--- config.mk ---
export PLATFORM = sky130hd
export DESIGN_NAME = norm_dword_top
export DESIGN_NICKNAME = d
export VERILOG_FILES = /design/src/rtl/norm_pkg.sv /design/src/rtl/norm_shift_unit.sv /design/src/rtl/norm_seq_ctrl.sv /design/src/rtl/norm_keys_merge.sv /design/src/rtl/norm_dword_top.sv
export SDC_FILE = /design/constraint.sdc
export NUM_CORES = 1
export LEC_CHECK = 0
export ABC_AREA = 1
export CAP_MARGIN = 0
export CORE_MARGIN = 8
export CORE_UTILIZATION = 47
export DETAILED_ROUTE_END_ITERATION = 7
export PLACE_DENSITY = 0.92
export REMOVE_ABC_BUFFERS = 1
export SYNTH_ARGS = -nofsm -noshare
export SYNTH_HDL_FRONTEND = slang
export SYNTH_SLANG_ARGS = --single-unit
--- constraint.sdc ---
create_clock -name clk -period 2.15 [get_ports clk]
set_clock_uncertainty 0.15 [all_clocks]
set_input_delay 0.215 -clock clk [delete_from_list [all_inputs] [get_ports clk]]
set_output_delay 0.215 -clock clk [all_outputs]
set_load 0.01 [all_outputs]
--- src/rtl/norm_pkg.sv ---
package norm_pkg;

    localparam int WORD_W    = 16;
    localparam int CNT_W     = 8;
    localparam int LOW_W     = WORD_W - 1;
    localparam int MAG_W     = 2 * LOW_W;
    localparam int MAX_SHIFT = MAG_W;

    typedef enum logic [0:0] {
        ST_IDLE = 1'b0,
        ST_RUN  = 1'b1
    } norm_state_e;

    // Value split into its two untouched top bits and the shiftable field.
    typedef struct packed {
        logic             sign_a;
        logic             spare_b;
        logic [MAG_W-1:0] field;
    } dword_t;

    typedef struct packed {
        logic load;
        logic shift_en;
        logic finish;
    } ctrl_t;

    function automatic dword_t pack_dword(input logic [WORD_W-1:0] a,
                                          input logic [WORD_W-1:0] b);
        dword_t d;
        d.sign_a  = a[WORD_W-1];
        d.spare_b = b[WORD_W-1];
        d.field   = {a[LOW_W-1:0], b[LOW_W-1:0]};
        return d;
    endfunction

    function automatic logic [WORD_W-1:0] upper_word(input dword_t d);
        return {d.sign_a, d.field[MAG_W-1 -: LOW_W]};
    endfunction

    function automatic logic [WORD_W-1:0] lower_word(input dword_t d);
        return {d.spare_b, d.field[LOW_W-1:0]};
    endfunction

endpackage

--- src/rtl/norm_shift_unit.sv ---
module norm_shift_unit
    import norm_pkg::*;
(
    input  dword_t cur,
    output dword_t nxt,
    output logic   is_norm,
    output logic   is_zero
);
    // Top bits fixed; field slides up one place with a zero at the bottom.
    always_comb begin
        nxt.sign_a  = cur.sign_a;
        nxt.spare_b = cur.spare_b;
        nxt.field   = {cur.field[MAG_W-2:0], 1'b0};
    end

    assign is_norm = cur.field[MAG_W-1] ^ cur.sign_a;
    assign is_zero = (~cur.sign_a) & ~(|cur.field);

endmodule

--- src/rtl/norm_seq_ctrl.sv ---
module norm_seq_ctrl
    import norm_pkg::*;
(
    input  logic             clk,
    input  logic             rst,
    input  logic             start,
    input  logic             is_norm,
    input  logic             is_zero,
    output ctrl_t            ctl,
    output logic [CNT_W-1:0] count,
    output logic             running,
    output logic             done
);
    localparam logic [CNT_W-1:0] CNT_LIMIT = CNT_W'(MAX_SHIFT);

    norm_state_e      state_q;
    logic [CNT_W-1:0] count_q;
    logic             done_q;
    logic             stop_now;

    assign stop_now = is_norm | is_zero | (count_q == CNT_LIMIT);

    always_comb begin
        ctl.load     = (state_q == ST_IDLE) && start;
        ctl.shift_en = (state_q == ST_RUN) && !stop_now;
        ctl.finish   = (state_q == ST_RUN) && stop_now;
    end

    always_ff @(posedge clk) begin
        if (rst) begin
            state_q <= ST_IDLE;
            count_q <= '0;
            done_q  <= 1'b0;
        end else begin
            done_q <= 1'b0;
            unique case (state_q)
                ST_IDLE: begin
                    if (start) begin
                        state_q <= ST_RUN;
                        count_q <= '0;
                    end
                end
                ST_RUN: begin
                    if (stop_now) begin
                        state_q <= ST_IDLE;
                        done_q  <= 1'b1;
                    end else begin
                        count_q <= count_q + 1'b1;
                    end
                end
                default: state_q <= ST_IDLE;
            endcase
        end
    end

    assign count   = count_q;
    assign running = (state_q == ST_RUN);
    assign done    = done_q;

endmodule

--- src/rtl/norm_keys_merge.sv ---
module norm_keys_merge
    import norm_pkg::*;
(
    input  logic [WORD_W-1:0] keys_hold,
    input  logic [CNT_W-1:0]  count,
    output logic [WORD_W-1:0] keys_next
);
    localparam logic [WORD_W-1:0] CNT_MASK = WORD_W'((1 << CNT_W) - 1);

    assign keys_next = (keys_hold & ~CNT_MASK) | WORD_W'(count);

endmodule

--- src/rtl/norm_dword_top.sv ---
module norm_dword_top
    import norm_pkg::*;
(
    input  logic              clk,
    input  logic              rst,
    input  logic              start,
    input  logic [WORD_W-1:0] a_in,
    input  logic [WORD_W-1:0] b_in,
    input  logic [WORD_W-1:0] keys_in,
    output logic [WORD_W-1:0] a_out,
    output logic [WORD_W-1:0] b_out,
    output logic [WORD_W-1:0] keys_out,
    output logic              done
);
    dword_t            val_q;
    dword_t            val_nxt;
    logic [WORD_W-1:0] keys_hold_q;
    logic [WORD_W-1:0] keys_q;
    logic [WORD_W-1:0] keys_merged;
    logic [CNT_W-1:0]  count;
    logic              is_norm;
    logic              is_zero;
    logic              running;
    ctrl_t             ctl;

    norm_shift_unit u_shift (
        .cur     (val_q),
        .nxt     (val_nxt),
        .is_norm (is_norm),
        .is_zero (is_zero)
    );

    norm_seq_ctrl u_ctrl (
        .clk     (clk),
        .rst     (rst),
        .start   (start),
        .is_norm (is_norm),
        .is_zero (is_zero),
        .ctl     (ctl),
        .count   (count),
        .running (running),
        .done    (done)
    );

    norm_keys_merge u_keys (
        .keys_hold (keys_hold_q),
        .count     (count),
        .keys_next (keys_merged)
    );

    always_ff @(posedge clk) begin
        if (rst) begin
            val_q       <= '0;
            keys_hold_q <= '0;
            keys_q      <= '0;
        end else begin
            if (ctl.load) begin
                val_q       <= pack_dword(a_in, b_in);
                keys_hold_q <= keys_in;
            end else if (ctl.shift_en) begin
                val_q <= val_nxt;
            end
            if (ctl.finish) begin
                keys_q <= keys_merged;
            end
        end
    end

    assign a_out    = upper_word(val_q);
    assign b_out    = lower_word(val_q);
    assign keys_out = keys_q;

endmodule

==> results.ini <==
[synth]
synth_edf_count=0
avgSynthCellArea_um2=6.76
yosysSeqAreaShare=0.417
synth.cell_area_mm2=0.00317
synthCells=469
synth_cell_type_count=29
ys.flop_type=dfxtp_1
ys_warn_count=0
ys_ff_latch=66
async_reset_ff_frac=0

[cells_and_area]
fin_area_mm2=0.00434
finalNetCount=609
antennaDiodeCount=0
final_util=0.654
drive_above_1_share=0.0731
multi_input_area_mm2=0.00160
area_growth_pct=37.1
ff_latch_area_mm2=0.00132
fillers=580

[detailed_routing]
met3_length_um=712
num_vias=3333
vias_per_cell=5.20
wirelength_met1_mm=3.63
antenna_left=0
post_drt_wl_per_cell_um=13.5
dr.first_iter.drc_count=216
highest_layer=met4
met2WireLength_mm=4.18
dr.pass1.iters=5
remaining_drc_errors=0
wl_mm=8.66

[floorplanning]
die_area_mm2=0.00963
die_h_um=98.1
io_pins=100
start_util=0.477
row_count=30
die_w_um=98.1
core_mm2=0.00664

[timing]
worstMarginPinSlew_ns=0.420
setup_ws_ns=0.200
layout_min_cycle_time_ns=1.95
fin_setup_tns_ns=0
whs_ns=0.292
relSlewSlack=0.720
final-hold-violation-count=0
slew_viol_final=0
fmax_mhz=513
finalCritPeriodShare=0.907
setup_viol_count_final=0

[global_route]
grt_pass1_vias=3098
overflow=0
track_usage=0.181
antenna_found_initial=0
grt_max_degree=46
grt_pass1_wl_mm=14.5

[worst_setup_path]
crit_path_end_kind=flip-flop
critical_path_arrival_ns=2.07
r2r_start=u_ctrl.count[0]
critPathKind=flip-flop to flip-flop
worstPathRequired_ns=2.27
cp-start-kind=flip-flop
critical_path.max_fanout=17
startpoint=u_ctrl.count[0]

[clocking]
clk_pin_slew_ns=0.07
cts_num_sinks=66
hold_buffers=0
clock_latency_ns=0.34
cts_tree=done
numCtsBuffers=9
root_buffer=clkbuf_8
clock_path_buffers=2
htreeDepth=3

[place]
placed_area_mm2=0.00415
io_buffers=91
post-dp-hpwl_mm=6.28
routabilityCongestion=0.850
post-place-ws_ns=0.106

[job]
cap_violations=0

[outcome]
outcome=finished clean

[power]
power.density_mw_per_mm2=719
p_leak_nw=1.76
peakVddDrop_mv=0.385

[worst_hold_path]
min-delay-start=b_in[0]
hp-class=primary input to flip-flop

-- critical path, cell delays in order (launching register included) --
cell and delay [ns]:
dfxtp_1 0.39, inv_1 0.10, ha_1 0.21, nand2_1 0.12, nor2_4 0.05, nand4_4 0.08
nand4_4 0.21, nand2_1 0.14, buf_4 0.23, nand2_1 0.08, a21oi_1 0.13
-- synth_stat cells (2+ instances only) --
| library cell | n | area share |
|---|---|---|
| nand2_1 | 127 | 0.15 |
| nor2_1 | 69 | 0.082 |
| dfxtp_1 | 66 | 0.42 |
| nand3_1 | 45 | 0.071 |
| a21oi_1 | 40 | 0.063 |
| inv_1 | 29 | 0.034 |
| o21ai_0 | 26 | 0.041 |
| clkbuf_1 | 15 | 0.018 |
| nand3b_1 | 11 | 0.026 |
| buf_2 | 9 | 0.014 |
| nand4_1 | 7 | 0.014 |
| nand2_2 | 3 | 0.0059 |
| xor2_1 | 3 | 0.0083 |
| buf_8 | 2 | 0.0095 |
| ha_1 | 2 | 0.0079 |
| nor3_1 | 2 | 0.0032 |
-- power breakdown --
| group | leakage, nW | switching (mW) | internal (mW) |
|---|---|---|---|
| clock network | 0.0851 | 0.474 | 0.444 |
| logic | 1.13 | 0.447 | 0.375 |
| registers | 0.539 | 0.0674 | 1.32 |
| total | 1.76 | 0.988 | 2.14 |
-- logic make-up after synthesis --
group / synth area share
AOI/OAI and AO/OA: 0.104
adders and majority gates: 0.00789
buffers and inverters: 0.0868
DFF: 0.417
and+or+nand+nor: 0.376
xor gates and xnor gates: 0.00829
-- final timing paths --
check / slack, ns / end / depth (start not counted)
max: 0.20 / b_out[3] / 10
min: 0.29 / b_out[0] / 3
max reg2reg: 0.20 / b_out[3] / 10
min reg2reg: 0.33 / keys_out[4] / 2
-- per-layer routing --
metal	vias to the layer above	track usage
li1	1677	-
met1	1519	0.213
met2	123	0.304
met3	14	0.0512
met4	0	0.0707
met5	-	0
-- final cells by class --
class | count | area share
Inverter | 32 | 0.0282
Timing Repair Buffer | 105 | 0.237
Clock inverter | 5 | 0.00691
Clock buffer | 11 | 0.0325
Tap cell | 80 | 0.0230
Sequential cell | 66 | 0.304
Multi-Input combinational cell | 342 | 0.368
-- repair_timing --
action                                  CTS  global route
endpoints found under the setup margin    0            39
buffers inserted                          0             0
resized for setup                         0             5
-- cell usage in the layout (no fill, tap or decap), types with 2 or more instances in the layout --
| master | n |
|---|---|
| nand2_1 | 127 |
| clkdlybuf4s50_1 | 91 |
| nor2_1 | 67 |
| dfxtp_1 | 66 |
| nand3_1 | 45 |
| a21oi_1 | 40 |
| inv_1 | 29 |
| o21ai_0 | 26 |
| buf_4 | 13 |
| nand3b_1 | 11 |
| clkbuf_8 | 10 |
| nand4_1 | 7 |
| nand2_2 | 3 |
| xor2_1 | 3 |
| clkinv_2 | 3 |
| nor2_2 | 2 |
| nor2_4 | 2 |
| nand4_4 | 2 |
| nor3_1 | 2 |
| ha_1 | 2 |
| clkinvlp_4 | 2 |
-- flip-flops by register name, indices dropped and copies added (netlist names) --
| register | count |
|---|---|
| u_ctrl.running | 1 |
| keys_hold_q | 8 |
| keys_out | 16 |
| u_ctrl.done | 1 |
| u_ctrl.count | 8 |
| b_out | 16 |
| a_out | 16 |
-- per-stage QoR --
step,std cells,total power [mW]
2_1_floorplan,440,1.81
3_3_place_gp,625,2.19
3_5_place_dp,625,2.22
4_1_cts,641,3.12
5_1_grt,641,3.29
6_report,641,3.12
(Power assumes the default switching activity.)
